`src/rtl/burst_col_pkg.sv`:
```
package burst_col_pkg;

  typedef enum logic [1:0] {
    LEN_FULL   = 2'b00,
    LEN_PERCMD = 2'b01,
    LEN_HALF   = 2'b10,
    LEN_SPARE  = 2'b11
  } len_mode_e;

  typedef struct packed {
    logic is_wr;
    logic il;
    logic chop;
    logic early;
  } burst_attr_t;

endpackage

```
`src/rtl/bcs_len_decode.sv`:
```
module bcs_len_decode
  import burst_col_pkg::*;
(
  input  logic [1:0]  len_mode,
  input  logic        chop_n,
  input  logic        is_wr,
  input  logic        il,
  output burst_attr_t attr
);

  len_mode_e mode;

  always_comb begin
    mode       = len_mode_e'(len_mode);
    attr.is_wr = is_wr;
    attr.il    = il;
    unique case (mode)
      LEN_HALF:   attr.chop = 1'b1;
      LEN_PERCMD: attr.chop = ~chop_n;
      default:    attr.chop = 1'b0;
    endcase
    // a fixed half burst moves the internal write start earlier
    attr.early = is_wr & (mode == LEN_HALF);
  end

endmodule

```
`src/rtl/bcs_beat_ctr.sv`:
```
module bcs_beat_ctr #(
  parameter int COL_W = 3
) (
  input  logic             clk,
  input  logic             rst,
  input  logic             start,
  output logic             busy,
  output logic [COL_W-1:0] idx
);

  logic last;

  assign last = &idx;

  always_ff @(posedge clk) begin
    if (rst) begin
      busy <= 1'b0;
      idx  <= '0;
    end else if (start) begin
      busy <= 1'b1;
      idx  <= '0;
    end else if (busy) begin
      idx <= idx + 1'b1;
      if (last) busy <= 1'b0;
    end
  end

endmodule

```
`src/rtl/bcs_col_order.sv`:
```
module bcs_col_order
  import burst_col_pkg::*;
#(
  parameter int COL_W = 3
) (
  input  burst_attr_t      attr,
  input  logic [COL_W-1:0] start_col,
  input  logic [COL_W-1:0] idx,
  output logic [COL_W-1:0] col
);

  localparam int MSB = COL_W - 1;

  logic [COL_W-1:0] rd_seq;
  logic [COL_W-1:0] rd_il;
  logic [COL_W-1:0] wr_half;

  // interleaved: every bit toggles with the matching beat bit
  genvar b;
  generate
    for (b = 0; b < COL_W; b++) begin : g_il
      assign rd_il[b] = start_col[b] ^ idx[b];
    end
  endgenerate

  // sequential: wrap inside the half holding the start, then swap halves
  assign rd_seq[MSB]     = start_col[MSB] ^ idx[MSB];
  assign rd_seq[MSB-1:0] = start_col[MSB-1:0] + idx[MSB-1:0];

  // chopped write keeps only the half-select bit of the start
  assign wr_half = {start_col[MSB], idx[MSB-1:0]};

  always_comb begin
    if (!attr.is_wr)
      col = attr.il ? rd_il : rd_seq;
    else if (attr.chop)
      col = wr_half;
    else
      col = idx;
  end

endmodule

```
`src/rtl/burst_col_seq.sv`:
```
module burst_col_seq
  import burst_col_pkg::*;
#(
  parameter int COL_W = 3
) (
  input  logic             clk,
  input  logic             rst,
  input  logic             cmd_valid,
  input  logic             cmd_is_write,
  input  logic [COL_W-1:0] cmd_col,
  input  logic             cmd_interleave,
  input  logic [1:0]       cmd_len_mode,
  input  logic             cmd_chop_n,
  output logic             busy,
  output logic [COL_W-1:0] beat_col,
  output logic             beat_valid,
  output logic             beat_drive,
  output logic             wr_early
);

  localparam int MSB = COL_W - 1;

  burst_attr_t      new_attr;
  burst_attr_t      attr_q;
  logic [COL_W-1:0] col_q;
  logic [COL_W-1:0] idx;
  logic [COL_W-1:0] order_col;
  logic             start;
  logic             in_tail;

  assign start = cmd_valid & ~busy;

  bcs_len_decode u_dec (
    .len_mode (cmd_len_mode),
    .chop_n   (cmd_chop_n),
    .is_wr    (cmd_is_write),
    .il       (cmd_interleave),
    .attr     (new_attr)
  );

  always_ff @(posedge clk) begin
    if (rst) begin
      attr_q <= '0;
      col_q  <= '0;
    end else if (start) begin
      attr_q <= new_attr;
      col_q  <= cmd_col;
    end
  end

  bcs_beat_ctr #(.COL_W(COL_W)) u_ctr (
    .clk   (clk),
    .rst   (rst),
    .start (start),
    .busy  (busy),
    .idx   (idx)
  );

  bcs_col_order #(.COL_W(COL_W)) u_ord (
    .attr      (attr_q),
    .start_col (col_q),
    .idx       (idx),
    .col       (order_col)
  );

  assign in_tail    = attr_q.chop & idx[MSB];
  assign beat_col   = busy ? order_col : '0;
  assign beat_valid = busy & ~in_tail;
  assign beat_drive = busy & ~in_tail & ~attr_q.is_wr;
  assign wr_early   = busy & attr_q.early;

endmodule

```
`config.mk`:
```
export PLATFORM = sky130hd
export DESIGN_NAME = burst_col_seq
export DESIGN_NICKNAME = d
export VERILOG_FILES = /design/src/rtl/burst_col_pkg.sv /design/src/rtl/bcs_len_decode.sv /design/src/rtl/bcs_beat_ctr.sv /design/src/rtl/bcs_col_order.sv /design/src/rtl/burst_col_seq.sv
export SDC_FILE = /design/constraint.sdc
export NUM_CORES = 1
export LEC_CHECK = 0
export BUFFER_PORTS_ARGS = -buffer_cell sky130_fd_sc_hd__buf_2
export CORE_AREA = 8 8 45 47
export DETAILED_ROUTE_END_ITERATION = 8
export DIE_AREA = 0 0 53 55
export HOLD_SLACK_MARGIN = 0.12
export PLACE_DENSITY = 0.84
export SETUP_SLACK_MARGIN = 0.1
export SLEW_MARGIN = 25
export SYNTH_ARGS = -nofsm -noshare
export SYNTH_HDL_FRONTEND = slang
export SYNTH_SLANG_ARGS = --single-unit
```
`constraint.sdc`:
```
create_clock -name clk -period 1.41 [get_ports clk]
set_input_delay 0.0705 -clock clk [delete_from_list [all_inputs] [get_ports clk]]
set_output_delay 0.0705 -clock clk [all_outputs]
set_load 0.01 [all_outputs]
```
-- After elaboration in Yosys (flattened, before gate mapping)
Index checks and enable logic that the tools add are counted.
- add/subtract/negate cells: 2
- multiply operators: 0
- div/mod/pow operators: 0
- $lt $le $gt $ge: 0
- eq/ne operators: 2
- shift operators: 0
- mux-type cells: 8
- bitwise operators: 13
- reductions and logical operators: 2
- operators with widths (kind ; count):
    $mux W3 ; 3
    $and A1 B1 Y1 ; 6
    $not A1 Y1 ; 4
    $add A3 B1 Y3 const B ; 1
    $mux W1 ; 3
    $reduce_and A3 Y1 ; 1
    $xor A1 B1 Y1 ; 3
    $add A2 B2 Y2 ; 1
    $eq A2 B1 Y1 const B ; 1
    $eq A2 B2 Y1 const B ; 1
    $mux W2 ; 1
    $pmux W1 S2 ; 1
    $reduce_or A2 Y1 ; 1
- flip-flop bits (word level): 11
- bits in latches: 0
- bits in writable memories: 0
- bits in read-only memories: 0
- output and inout bits: 7
- word-level logic and storage cells: 34
- memories kept: 0

-- Depth between registers and ports, before layout
- depth after elaboration: 4
- mapped depth: 5
- mapped depth without buffers: 5

-- Hierarchy
From an unflattened synthesis, not the netlist that was laid out.
- cells, all modules: 74
- area total of the unflattened synthesis: 733.2 um^2
- by module, submodules not included (module ; instances ; cells an instance ; area each (um^2) ; seq. area each (um^2)):
    burst_col_seq ; 1 ; 38 ; 397.9 ; 140.1
    bcs_beat_ctr ; 1 ; 15 ; 168.9 ; 80.1
    bcs_col_order ; 1 ; 11 ; 93.8 ; 0.0
    bcs_len_decode ; 1 ; 10 ; 72.6 ; 0.0

-- Least setup slack after synthesis
Ideal clock, no wire load.
- path type: register -> output
- start: register u_ctr.idx[0]
- end: output port beat_col[1]
- data arrival time: 1.157 ns
- data required time: 1.340 ns
- path slack: 0.182 ns
- stages on the path, launching flop included: 5
- buffers on the path: 0
- cell sequence: dfxtp_1 > ha_1 > nor2b_1 > mux2i_1 > mux2i_1
- word-level cells in the longest chain between the ends: 4
- ends and longest elaborated chain (item ; RTL line ; RTL):
    from (decl) ; bcs_beat_ctr.sv:8 ; output logic [COL_W-1:0] idx
    from (signal assigned) ; bcs_beat_ctr.sv:23 ; idx <= idx + 1'b1;
    $add A2 B2 Y2 ; bcs_col_order.sv:28 ; assign rd_seq[MSB-1:0] = start_col[MSB-1:0] + idx[MSB-1:0];
    $mux W2 ; bcs_col_order.sv:35 ; col = attr.il ? rd_il : rd_seq;
    $mux W3 ; bcs_col_order.sv:34 ; if (!attr.is_wr)
    $mux W3 ; burst_col_seq.sv:67 ; assign beat_col = busy ? order_col : '0;
    to (decl) ; burst_col_seq.sv:15 ; output logic [COL_W-1:0] beat_col,
No other way between the ends.

-- Worst setup path after layout
- start: register col_q[0]
- end: output port beat_col[1]
- word-level cells in the longest chain between the ends: 4
- ends and longest elaborated chain (item ; RTL line ; RTL):
    from (decl) ; burst_col_seq.sv:25 ; logic [COL_W-1:0] col_q;
    from (signal assigned) ; burst_col_seq.sv:47 ; col_q <= cmd_col;
    $add A2 B2 Y2 ; bcs_col_order.sv:28 ;
    $mux W2 ; bcs_col_order.sv:35 ;
    $mux W3 ; bcs_col_order.sv:34 ;
    $mux W3 ; burst_col_seq.sv:67 ;
No other way between the ends.

==> flow_metrics.env <==
export IMPL_grt_pass1_vias=581
export IMPL_ys_warnings_count=0
export IMPL_antenna_found_initial=0
export IMPL_synthesis_area_sq_um=607
export IMPL_gp_congestion=0.757
export IMPL_drive_above_1_share_pct=33.3
export IMPL_fin_crit_sh_pct=107
export IMPL_track_usage_pct=11.4
export IMPL_ys_async_sr_fraction_pct=0
export IMPL_start_util_pct=43.9
export IMPL_critPathKind="flip-flop to output pin"
export IMPL_routed_wl_um=1420
export IMPL_routedWlPerCell_um=12.1
export IMPL_multiInputGateArea_sq_um=382
export IMPL_power_w=0.000705
export IMPL_cellLeakagePower_nw=0.381
export IMPL_tightest_slew_ns=0.321
export IMPL_cts_tree="done"
export IMPL_p_per_area_mw_per_mm2=833
export IMPL_dpl_hpwl_um=1010
export IMPL_insertedDiodeCount=0
export IMPL_clock_latency_ns=0.27
export IMPL_grt_ovfl_total=0
export IMPL_setup_viol=1
export IMPL_core_sq_mm=0.00138
export IMPL_path_clk_slew_ns=0.07
export IMPL_syn2layout_area_growth_pct=39.4
export IMPL_whs_ns=0.165
export IMPL_nets=119
export IMPL_status="finished with violations"
export IMPL_synth_edf_count=0
export IMPL_hold_class="input port to flip-flop"
export IMPL_vias=582
export IMPL_io_buffers=17
export IMPL_drv_slew=0
export IMPL_io_pins=18
export IMPL_maxCapViolCount=0
export IMPL_min_period_ns=1.52
export IMPL_ir_drop_mv=0.560
export IMPL_cp_start_kind="flip-flop"
export IMPL_place_area_sq_um=709
export IMPL_drc=0
export IMPL_cp_data_arrival_time_ns=1.44
export IMPL_fin_area_sq_um=846
export IMPL_nFillCells=122
export IMPL_die_area_sq_mm=0.00292
export IMPL_hold_viol=0
export IMPL_die_x_um=53
export IMPL_synth_cell_type_count=17
export IMPL_violations="setup timing"
export IMPL_via_per_inst=4.93
export IMPL_synthTopCellsByCount="13 x nand2_1, 12 x a21oi_1, 11 x dfxtp_1, 6 x nor2b_1, 5 x ha_1"
export IMPL_numCtsBuffers=3
export IMPL_rsz0062_at_grt="true"
export IMPL_synth_seq_cells=11
export IMPL_fmax_mhz=660
export IMPL_finalNonFillerCells=118
export IMPL_dpl_cell_count=107
export IMPL_synth_top_area_share_pct=36.3
export IMPL_synthTopCellsByArea="dfxtp_1 36%, ha_1 10%, a21oi_1 9.9%"
export IMPL_synthesis_nets=91
export IMPL_syn_instance_count=75
export IMPL_ys_flop_type="dfxtp_1"
export IMPL_grt_max_degree=12
export IMPL_postRouteAntennaNets=0
export IMPL_setup_ws_ns=-0.105
export IMPL_required_ns=1.34
export IMPL_yosysSeqAreaShare_pct=36.3
export IMPL_post_synth_top_count_cell="nand2_1"
export IMPL_firstDrtPassIters=3
export IMPL_drt_iter0_drc=9
export IMPL_ff_latch_area_sq_um=228
export IMPL_cts_max_level=1
export IMPL_crit_path_end_kind="output pin"
export IMPL_num_rows=14
export IMPL_root_buffer="clkbuf_4"
export IMPL_avgSynthCellArea_sq_um=8.09
export IMPL_relSlewSlack_pct=78.6
export IMPL_clk_path_buf_depth=2
export IMPL_synth_top_area_cell="dfxtp_1"
export IMPL_cts_sinks=11
export IMPL_cp_max_fo=2
export IMPL_dieHeight_um=55
export IMPL_finalClockSkew_ns=0.00223
export IMPL_grt_pass1_wl_um=2390
==> critical path, stage by stage (launching register included) <==
cell and delay [ns]:
dfxtp_2 0.35, ha_4 0.12, nor2b_4 0.13, mux2i_2 0.22, mux2i_1 0.20, buf_2 0.15
==> layer usage <==
layer / vias to the layer above / GRT usage [%] / wire length [um]
li1: 306 / - / -
met1: 254 / 11.8 / 631
met2: 18 / 17.6 / 641
met3: 4 / 3.74 / 101
met4: 0 / 11.2 / 48
met5: - / 0 / 0
==> cells by family after synthesis <==
group,count (synthesis),synth area share (%)
simple gates,32,26.6
compound gates,15,13.6
flops,11,36.3
buf+inv,8,6.60
fa+ha+maj,5,10.3
mux,4,6.60
==> path summary, 6_finish.rpt <==
path | startpoint | to | cells after the start | slack, ns
min | cmd_chop_n | attr_q[1] | 4 | 0.17
min reg2reg | attr_q[0] | attr_q[0] | 2 | 0.46
max reg2reg | u_ctr.idx[0] | u_ctr.idx[2] | 5 | 0.18
max | col_q[0] | beat_col[1] | 5 | -0.11
==> flip-flops by register name, summed over array words and instances, names as in the netlist <==
signal / cells
attr_q: 4
col_q: 3
u_ctr.idx: 3
u_ctr.busy: 1
==> where the power goes <==
group / leakage [nW] / switching [W] / internal (W)
registers: 0.0917 / 0.0000194 / 0.000327
logic: 0.274 / 0.0000653 / 0.0000748
clock network: 0.0150 / 0.000108 / 0.000110
total: 0.381 / 0.000193 / 0.000512
==> cells in the final DEF, fill, tap and decap left out, drive strengths merged <==
cell	synthesis	layout
a21boi	1	1
a21oi	12	12
and2	1	1
buf	4	21
clkbuf	0	4
dfxtp	11	11
dlygate4sd3	0	6
ha	5	5
inv	4	4
mux2i	4	4
nand2	13	13
nand2b	3	3
nand3	1	1
nand3b	1	1
nor2	4	4
nor2b	6	6
nor3b	3	3
o211ai	2	2
==> final cells by class <==
| type | instances | area share [%] |
|---|---|---|
| multi-input cells | 56 | 45.1 |
| clock buffers | 4 | 3.11 |
| repair buffers | 27 | 20.7 |
| flip-flops and latches | 11 | 26.9 |
| well taps | 16 | 2.37 |
| inverters | 4 | 1.78 |
==> through the flow <==
| step | utilization, % | setup WS, ns | TNS (ns) |
|---|---|---|---|
| 6_report | 61.1 | -0.105 | -0.105 |
| 2_1_floorplan | - | 0.182 | 0 |
| 3_3_place_gp | 51.3 | 0.121 | 0 |
| 5_1_grt | 61.1 | -0.199 | -0.199 |
| 3_5_place_dp | 51.3 | 0.0788 | 0 |
| 4_1_cts | 59.0 | -0.119 | -0.119 |
==> timing repair <==
item / CTS / global route
endpoints found under the hold margin: 11 / 0
setup buffers: 1 / 0
hold buffers: 6 / 0
endpoints found under the setup margin: 4 / 4
pin swaps: 0 / 0
resized for setup: 7 / 6
No activity file was read; power rests on OpenSTA's default activity.
